<file path="src/rtl/flash_stat_pkg.sv">
package flash_stat_pkg;
  localparam int STAT_W = 8;
  localparam int PTR_W  = $clog2(STAT_W);

  typedef enum logic [1:0] {
    PH_OPCODE = 2'd0,
    PH_SEND   = 2'd1,
    PH_SKIP   = 2'd2
  } phase_e;
endpackage

</file>
<file path="src/rtl/flash_stat_edge.sv">
module flash_stat_edge (
  input  logic clk,
  input  logic rst,
  input  logic sck,
  output logic rise,
  output logic fall
);
  logic sck_q;

  always_ff @(posedge clk) begin
    if (rst) sck_q <= 1'b0;
    else     sck_q <= sck;
  end

  assign rise = sck & ~sck_q;
  assign fall = ~sck & sck_q;
endmodule

</file>
<file path="src/rtl/flash_stat_byte.sv">
module flash_stat_byte
  import flash_stat_pkg::*;
#(
  parameter int         N_SRC   = 8,
  parameter logic [3:0] DENSITY = 4'b0111
) (
  input  logic              clk,
  input  logic              rst,
  input  logic [N_SRC-1:0]  busy_src,
  input  logic              cmp_done,
  input  logic              cmp_mismatch,
  output logic [STAT_W-1:0] stat
);
  logic cmp_flag;

  always_ff @(posedge clk) begin
    if (rst)           cmp_flag <= 1'b0;
    else if (cmp_done) cmp_flag <= cmp_mismatch;
  end

  assign stat = {~(|busy_src), cmp_flag, DENSITY, 2'b00};

  // compare outcome is captured on completion
  assert_cmp_capture_R2: assert property (@(posedge clk) disable iff (rst)
    cmp_done |=> (cmp_flag == $past(cmp_mismatch)));

  // flag is held between compares
  assert_cmp_sticky_R3: assert property (@(posedge clk) disable iff (rst)
    !cmp_done |=> $stable(cmp_flag));
endmodule

</file>
<file path="src/rtl/flash_stat_shift.sv">
module flash_stat_shift
  import flash_stat_pkg::*;
#(
  parameter int               OPC_W  = 8,
  parameter logic [OPC_W-1:0] OPCODE = 8'hD7
) (
  input  logic              clk,
  input  logic              rst,
  input  logic              cs_n,
  input  logic              si,
  input  logic              rise,
  input  logic              fall,
  input  logic [STAT_W-1:0] stat,
  output logic              so,
  output logic              so_oe
);
  localparam int CNT_W = $clog2(OPC_W);
  localparam logic [CNT_W-1:0] LAST_BIT = CNT_W'(OPC_W - 1);
  localparam logic [PTR_W-1:0] TOP_BIT  = PTR_W'(STAT_W - 1);

  phase_e           phase;
  logic [CNT_W-1:0] cnt;
  logic [OPC_W-2:0] sr;
  logic [PTR_W-1:0] ptr;
  logic [PTR_W-1:0] shown;
  logic             launched;
  logic             so_q;
  logic             oe_q;

  always_ff @(posedge clk) begin
    if (rst) begin
      phase    <= PH_OPCODE;
      cnt      <= '0;
      sr       <= '0;
      ptr      <= TOP_BIT;
      shown    <= TOP_BIT;
      launched <= 1'b0;
      so_q     <= 1'b0;
      oe_q     <= 1'b0;
    end else if (cs_n) begin
      phase    <= PH_OPCODE;
      cnt      <= '0;
      ptr      <= TOP_BIT;
      shown    <= TOP_BIT;
      launched <= 1'b0;
      oe_q     <= 1'b0;
    end else begin
      unique case (phase)
        PH_OPCODE: begin
          if (rise) begin
            sr  <= {sr[OPC_W-3:0], si};
            cnt <= cnt + 1'b1;
            if (cnt == LAST_BIT)
              phase <= ({sr, si} == OPCODE) ? PH_SEND : PH_SKIP;
          end
        end
        PH_SEND: begin
          if (fall) begin
            so_q     <= stat[ptr];
            shown    <= ptr;
            ptr      <= ptr - 1'b1;
            launched <= 1'b1;
            oe_q     <= 1'b1;
          end else if (launched && shown == TOP_BIT) begin
            so_q <= stat[STAT_W-1];
          end
        end
        default: ;
      endcase
    end
  end

  assign so    = so_q;
  assign so_oe = oe_q;

  // output released one clock after deselect
  assert_release_on_deselect_R9: assert property (@(posedge clk) disable iff (rst)
    cs_n |=> !so_oe);

  // a foreign opcode never enables the output
  assert_skip_quiet_R10: assert property (@(posedge clk) disable iff (rst)
    (phase == PH_SKIP) |-> !so_oe);

  // the two low bits leave as zero
  assert_low_bits_zero_R5: assert property (@(posedge clk) disable iff (rst)
    (so_oe && shown < PTR_W'(2)) |-> !so);

  // while parked on the ready bit, output follows live readiness
  assert_live_ready_R7: assert property (@(posedge clk) disable iff (rst)
    (!cs_n && so_oe && shown == TOP_BIT && !fall) |=> (so == $past(stat[STAT_W-1])));
endmodule

</file>
<file path="src/rtl/flash_stat_out.sv">
module flash_stat_out
  import flash_stat_pkg::*;
#(
  parameter int               N_SRC   = 8,
  parameter int               OPC_W   = 8,
  parameter logic [OPC_W-1:0] OPCODE  = 8'hD7,
  parameter logic [3:0]       DENSITY = 4'b0111
) (
  input  logic             clk,
  input  logic             rst,
  input  logic             cs_n,
  input  logic             sck,
  input  logic             si,
  input  logic [N_SRC-1:0] busy_src,
  input  logic             cmp_done,
  input  logic             cmp_mismatch,
  output logic             so,
  output logic             so_oe
);
  logic              rise;
  logic              fall;
  logic [STAT_W-1:0] stat;

  flash_stat_edge u_edge (
    .clk  (clk),
    .rst  (rst),
    .sck  (sck),
    .rise (rise),
    .fall (fall)
  );

  flash_stat_byte #(
    .N_SRC   (N_SRC),
    .DENSITY (DENSITY)
  ) u_byte (
    .clk          (clk),
    .rst          (rst),
    .busy_src     (busy_src),
    .cmp_done     (cmp_done),
    .cmp_mismatch (cmp_mismatch),
    .stat         (stat)
  );

  flash_stat_shift #(
    .OPC_W  (OPC_W),
    .OPCODE (OPCODE)
  ) u_shift (
    .clk   (clk),
    .rst   (rst),
    .cs_n  (cs_n),
    .si    (si),
    .rise  (rise),
    .fall  (fall),
    .stat  (stat),
    .so    (so),
    .so_oe (so_oe)
  );
endmodule

</file>
<file path="config.mk">
export PLATFORM = sky130hd
export DESIGN_NAME = flash_stat_out
export DESIGN_NICKNAME = d
export VERILOG_FILES = /design/src/rtl/flash_stat_pkg.sv /design/src/rtl/flash_stat_edge.sv /design/src/rtl/flash_stat_byte.sv /design/src/rtl/flash_stat_shift.sv /design/src/rtl/flash_stat_out.sv
export SDC_FILE = /design/constraint.sdc
export NUM_CORES = 1
export LEC_CHECK = 0
export BUFFER_PORTS_ARGS = -buffer_cell sky130_fd_sc_hd__buf_4
export CORE_MARGIN = 2
export CORE_UTILIZATION = 40
export DETAILED_ROUTE_END_ITERATION = 8
export GPL_TIMING_DRIVEN = 0
export SYNTH_ARGS = -nofsm -noshare
export SYNTH_HDL_FRONTEND = slang
export SYNTH_SLANG_ARGS = --single-unit
</file>
<file path="constraint.sdc">
create_clock -name clk -period 1.2 [get_ports clk]
set_input_delay 0.06 -clock clk [delete_from_list [all_inputs] [get_ports clk]]
set_output_delay 0.06 -clock clk [all_outputs]
set_load 0.02 [all_outputs]
</file>
==> flow_summary_export.csv, run 1 <==
group,metric,value,unit
global_route,grt_pass1_vias,725,
detailed_routing,drt_pass1_iterations,4,
setup_path,worstPathRequired,1.41,ns
timing,hold_ws,0.02364,ns
detailed_routing,postRouteWirelength,1.747,mm
synthesis,postSynthNetCount,116,
floorplan,start_util,42.53,%
min_path,hp-start,"si",
place,dpl.hpwl,1.327,mm
setup_path,crit_type,"reg -> reg",
power,power.switching,271.1,uW
layout,n_antenna_cell,0,
synthesis,syn_area,940.9,sq um
timing,rsz0062_at_grt,"true",
timing,fin_ws,-0.08442,ns
detailed_routing,drcViolationCount,0,
timing,setup_violations,8,
power,leakage,0.5027,nW
place,globalplace.congestion,0.7797,
floorplan,die_area,2756,sq um
clocking,worstSkewPairLatency,0.31,ns
layout,final_cell_mix,"nor2_1, dfxtp_1, buf_4, mux2i_1, o21ai_1",
min_path,min_path_type,"in -> reg",
detailed_routing,maxUsedRoutingLayer,"met4",
floorplan,io_pins,17,
power,power_frac_clock,32.1,%
clocking,clock-root-buffer,"clkbuf_4",
layout,post-route-util,54.47,%
timing,period_share,107.0,%
detailed_routing,final_antenna_net_count,0,
synthesis,synthSimpleGateAreaFrac,22.74,%
power,seq_power_share,58.9,%
setup_path,r2r_start,"u_shift.phase[0]",
setup_path,startpoint_type,"flip-flop",
place,numPortBuffers,16,
detailed_routing,met3RoutedLength,84,microns
layout,seq_area,445.4,sq um
timing,hold_violations,0,
min_path,min_path_cells,3,
global_route,antenna_found_initial,0,
setup_path,crit_path_end_kind,"flip-flop",
power,switching_share,21.49,%
layout,multi_input_area,485.5,sq um
power,ir_worst_vdd,0.0008329,V
run_status,status,"complete, but fails checks",
setup_path,arrival,1.49,ns
synthesis,synth_cells,98,
synthesis,synth_top_family_by_area,"simple AND/OR/NAND/NOR gates",
synthesis,synthAdderAreaFrac,3.989,%
clocking,cts_tree,"done",
timing,min_period,1.284,ns
detailed_routing,wl_per_cell,11.57,microns
floorplan,fp.dieH,52.50,microns
layout,finalNonFillerCells,151,
floorplan,core_area,2212,sq um
timing,relSlewSlack,74.17,%
synthesis,synth_compound_area_share,9.973,%
setup_path,critPathLaunch,"u_shift.phase[0]",
layout,fillCellCount,212,
setup_path,cp_max_fo,7,
layout,area_delta_synth_final,28.06,%
clocking,clock_sinks,22,
synthesis,ys_seq_area_share,46.81,%
floorplan,die_w,52.50,microns
min_path,whs_endpoint,"u_shift.sr[0]",
detailed_routing,wl_met1,828,microns
synthesis,synth-seq-cells,22,
run,maxCapViolations,0,
place,place_ws,-0.2997,ns
synthesis,synth-xor-area-share,1.862,%
power,p_per_area,1047,nW/um^2
power,finalPower,1.262,mW
timing,fmax,0.7786,GHz
global_route,grt_usage,15.05,%
clocking,numCtsBuffers,3,
global_route,grt_pass1_wl,3.015,mm
detailed_routing,dr.first_iter.drc_count,6,
synthesis,synthMuxAreaShare,10.64,%
power,combPwrFrac,9.0,%
detailed_routing,drt-vias-per-instance,4.974,
global_route,grt_max_degree,13,
layout,nNetsFinal,142,
setup_path,r2r_slack,-0.08,ns
power,p_int,990.8,uW
global_route,grt_overflow,0,
timing,skew,0.006581,ns
synthesis,synth_area_per_cell,9.601,sq um
timing,worstMarginPinSlew,0.3860,ns
clocking,h-tree-depth,1,
setup_path,timing.rr.end,"u_shift.sr[0]",
clocking,clock_path_buffers,2,
place,place_inst,142,
run_status,violations,"negative setup slack",
synthesis,synth_cell_types,30,
detailed_routing,met2_length,825,microns
detailed_routing,dr_total_vias,751,
layout,drive_above_1_share,26.02,%
synthesis,synth_warnings,0,
setup_path,reg2reg_depth,5,
clocking,path_clk_slew,0.12,ns
floorplan,rows,17,
timing,drv_slew,0,
==> worst max path at each step <==
stage                     to  slack, ns  cells past startpoint
6_report       u_shift.sr[0]      -0.08                      5
5_1_grt        u_shift.sr[3]      -0.16                      5
4_1_cts        u_shift.sr[0]       -0.1                      5
3_5_place_dp   u_shift.sr[4]      -0.30                      5
3_3_place_gp   u_shift.sr[3]      -0.28                      5
2_1_floorplan  u_shift.sr[0]      -0.18                      5
==> power by group through the flow <==
stage / Sequential (mW) / Clock [mW] / Combinational [mW]
floorplan: 0.760 / 0 / 0.0537
finish: 0.743 / 0.405 / 0.114
CTS: 0.745 / 0.419 / 0.113
global route: 0.745 / 0.446 / 0.123
global placement: 0.761 / 0 / 0.0991
detailed placement: 0.762 / 0 / 0.101
==> kinds of logic (layout without fill, tap and decap cells) <==
group | count (synthesis) | count (layout)
AO/OA/AOI/OAI | 15 | 15
buffers and inverters | 6 | 31
adder cells (fa/ha/maj) | 3 | 3
AND/OR/NAND/NOR | 40 | 40
XOR/XNOR | 2 | 2
flip-flops | 22 | 22
multiplexers | 10 | 10
==> per-layer routing <==
metal	GRT usage, %	up-vias
li1	-	394
met4	3.846	0
met2	26.46	13
met5	0	-
met1	16.73	342
met3	6.000	2
==> synth_stat cells <==
| cell type | n | area, sq um |
|---|---|---|
| xnor2_1 | 2 | 17.52 |
| nand3_1 | 2 | 10.01 |
| nor4b_4 | 1 | 23.77 |
| inv_1 | 3 | 11.26 |
| buf_6 | 2 | 22.52 |
| nand2b_1 | 1 | 6.260 |
| o21ai_0 | 3 | 15.01 |
| clkbuf_1 | 1 | 3.750 |
| and3_1 | 1 | 6.260 |
| nand4bb_1 | 1 | 11.26 |
| ha_1 | 3 | 37.54 |
| mux2i_1 | 10 | 100.1 |
| dfxtp_1 | 22 | 440.4 |
| a31oi_1 | 1 | 6.260 |
| or2_2 | 1 | 6.260 |
| nor4_1 | 2 | 12.51 |
| o211a_1 | 1 | 10.01 |
| o211ai_1 | 1 | 7.510 |
| a211oi_1 | 1 | 7.510 |
| o21ai_1 | 4 | 20.02 |
| a311oi_1 | 1 | 8.760 |
| nand2b_2 | 1 | 8.760 |
| nor2b_1 | 2 | 12.51 |
| nand4_1 | 2 | 12.51 |
| nor3_1 | 2 | 10.01 |
| nand2_1 | 2 | 7.510 |
| and2b_1 | 1 | 7.510 |
| a21oi_1 | 2 | 10.01 |
| nor2_1 | 21 | 78.83 |
| o311ai_1 | 1 | 8.760 |
==> through the flow <==
stage               cell area, sq um  TNS (ns)
floorplan                      943.4    -1.233
global placement                1099    -2.243
detailed placement              1099    -2.644
CTS                             1192   -0.6430
global route                    1205    -1.212
finish                          1205   -0.5564
==> cell type report <==
type | count | area share, %
Buffer | 3 | 2.181
Clock buffer | 4 | 3.011
Inverter | 3 | 0.9346
Multi-Input combinational cell | 70 | 40.29
Sequential cell | 22 | 36.97
Tap cell | 28 | 2.908
Timing Repair Buffer | 21 | 13.71
==> state kept, by name (all words and copies together), names as in the netlist <==
| signal | count |
|---|---|
| u_byte.cmp_flag | 1 |
| u_edge.sck_q | 1 |
| u_shift.cnt | 3 |
| u_shift.launched | 1 |
| u_shift.phase | 2 |
| u_shift.ptr | 3 |
| u_shift.shown | 3 |
| u_shift.so | 1 |
| u_shift.sr | 7 |
==> what timing repair did <==
item	4_1_cts	5_1_grt
endpoints found under the hold margin	2	0
hold buffers	3	0
gates resized for setup	3	3
pin swaps	2	3
setup endpoints to repair	17	13
buffers inserted	2	0
==> critical path, stage by stage (launching register included) <==
cell,delay [ns]
dfxtp_4,0.38
nor4b_4,0.26
and2b_1,0.17
buf_6,0.14
mux2i_1,0.19
nor2_1,0.06
No activity file was read; power rests on OpenSTA's default activity.
==> inputs of run 2 (changes only) <==
- BUFFER_PORTS_ARGS: -buffer_cell sky130_fd_sc_hd__buf_4 -> -buffer_cell sky130_fd_sc_hd__buf_2
==> flow_summary_export.csv, run 2 (synthesis gave the netlist of run 1 again) <==
group,metric,value,unit
place,dpl-instance-area,1059,sq um
layout,area_delta_synth_final,23.80,%
clocking,h-tree-depth,1,
global_route,grt_usage,15.44,%
detailed_routing,dr_total_vias,759,
setup_path,cp_top_family,"simple AND/OR/NAND/NOR gates",
setup_path,startpoint_type,"flip-flop",
floorplan,core_area,2212,sq um
layout,max_flop_register,"u_shift.sr",
floorplan,rows,17,
clocking,numCtsBuffers,3,
setup_path,crit_path_cell_trace,"nor4b_4, and2b_1, buf_6, mux2i_1, nor2_1",
setup_path,worstPathRequired,1.42,ns
setup_path,cpMaxStageDelayCell,"dfxtp_4",
timing,worstMarginPinSlew,0.3525,ns
power,p_per_area,1080,nW/um^2
floorplan,die_w,52.50,microns
setup_path,timing.rr.end,"u_shift.sr[2]",
run,maxCapViolations,0,
layout,largest_register_ffs,7,
global_route,grt_pass1_vias,718,
setup_path,crit_path_end_kind,"flip-flop",
timing,skew,0.006864,ns
setup_path,reg2reg_depth,5,
min_path,min_path_type,"in -> reg",
detailed_routing,wl_per_cell,11.52,microns
floorplan,io_pins,17,
layout,n_antenna_cell,0,
setup_path,cp_max_fo,7,
place,globalplace.congestion,0.7788,
clocking,clock_sinks,22,
floorplan,fp.dieH,52.50,microns
global_route,grt_pass1_wl,3.042,mm
run_status,violations,"negative setup slack",
detailed_routing,drcViolationCount,0,
setup_path,r2r_slack,-0.14,ns
layout,final_cell_mix,"nor2_1, dfxtp_1, buf_2, mux2i_1",
min_path,hp-start,"busy_src[4]",
power,ir_worst_vdd,0.0006832,V
clocking,path_clk_slew,0.12,ns
layout,drive_above_1_share,24.39,%
setup_path,slowest_delay,0.38,ns
timing,rsz0062_at_grt,"true",
setup_path,r2r_start,"u_edge.sck_q",
timing,hold_violations,0,
layout,nNetsFinal,142,
global_route,grt_max_degree,13,
clocking,worstSkewPairLatency,0.31,ns
timing,hold_ws,0.04713,ns
layout,fillCellCount,218,
timing,min_period,1.344,ns
detailed_routing,final_antenna_net_count,0,
setup_path,critPathBufInv,1,
setup_path,arrival,1.57,ns
layout,stdcell_area,1165,sq um
clocking,clock_path_buffers,2,
detailed_routing,drt_pass1_iterations,4,
setup_path,crit_type,"reg -> reg",
floorplan,start_util,42.53,%
clocking,clock-root-buffer,"clkbuf_4",
timing,relSlewSlack,76.41,%
min_path,min_path_cells,4,
global_route,antenna_found_initial,0,
place,dpl.hpwl,1.256,mm
layout,post-route-util,52.66,%
timing,setup_violations,8,
timing,fmax,0.7443,GHz
detailed_routing,postRouteWirelength,1.740,mm
power,leakage,0.4900,nW
timing,drv_slew,0,
timing,period_share,112.0,%
timing,fin_ws,-0.1435,ns
detailed_routing,drt-vias-per-instance,5.026,
global_route,grt_overflow,0,
clocking,cts_tree,"done",
min_path,whs_endpoint,"u_shift.so",
floorplan,die_area,2756,sq um
detailed_routing,dr.first_iter.drc_count,10,
setup_path,cp.depth,5,
run_status,status,"complete, but fails checks",
place,numPortBuffers,16,
==> run 2: area by class of cell <==
type / instances / area [sq um] / area share, %
multi-input cells: 70 / 480.5 / 41.25
flip-flops and latches: 22 / 447.9 / 38.45
repair buffers: 21 / 127.6 / 10.96
clock buffers: 4 / 36.28 / 3.115
well taps: 28 / 35.03 / 3.008
plain buffers: 3 / 26.28 / 2.256
inverters: 3 / 11.26 / 0.9667
==> run 2: worst max-delay path by stage <==
stage / endpoint / start / slack [ns]
floorplan: u_shift.sr[0] / u_edge.sck_q / -0.18
global placement: u_shift.sr[4] / u_edge.sck_q / -0.28
detailed placement: u_shift.sr[2] / u_edge.sck_q / -0.32
CTS: u_shift.sr[2] / u_shift.phase[0] / -0.11
global route: u_shift.sr[0] / u_edge.sck_q / -0.23
finish: u_shift.sr[2] / u_edge.sck_q / -0.14
==> run 2: worst register-to-register path, delay by kind of cell (launching register included) <==
| kind | cells | cell delay (ns) |
|---|---|---|
| DFF | 1 | 0.38 |
| buffers and inverters | 1 | 0.15 |
| and+or+nand+nor | 3 | 0.53 |
| muxes | 1 | 0.20 |
==> run 2: timing repair <==
action | 4_1_cts | 5_1_grt
pin swaps | 2 | 4
setup endpoints to repair | 17 | 15
buffers inserted | 1 | 1
gates cloned | 0 | 0
endpoints found under the hold margin | 2 | 1
resized for setup | 3 | 3
hold buffers | 3 | 1
==> run 2: report_power, final <==
part           leakage (nW)  total, mW  internal [mW]  switching (mW)
combinational         0.290      0.103         0.0582          0.0449
sequential            0.180      0.742          0.735         0.00686
clock                0.0210      0.413          0.186           0.228
total                 0.490       1.26          0.979           0.280
==> run 2: stage by stage <==
stage,worst slack [ns],std cells,power [mW],setup TNS (ns)
3_3_place_gp,-0.2772,142,0.8473,-2.252
3_5_place_dp,-0.3246,142,0.8500,-2.684
6_report,-0.1435,151,1.258,-0.9158
5_1_grt,-0.2302,151,1.314,-1.888
4_1_cts,-0.1126,150,1.269,-0.7568
2_1_floorplan,-0.1762,98,0.8134,-1.233
==> run 2: routing by layer <==
layer	part of all wire [%]	global-route usage, %	up-vias
met4	2.0	8.974	0
li1	-	-	393
met2	42	22.50	11
met3	3.0	3.429	4
met1	53	20.71	351
met5	0	0	-
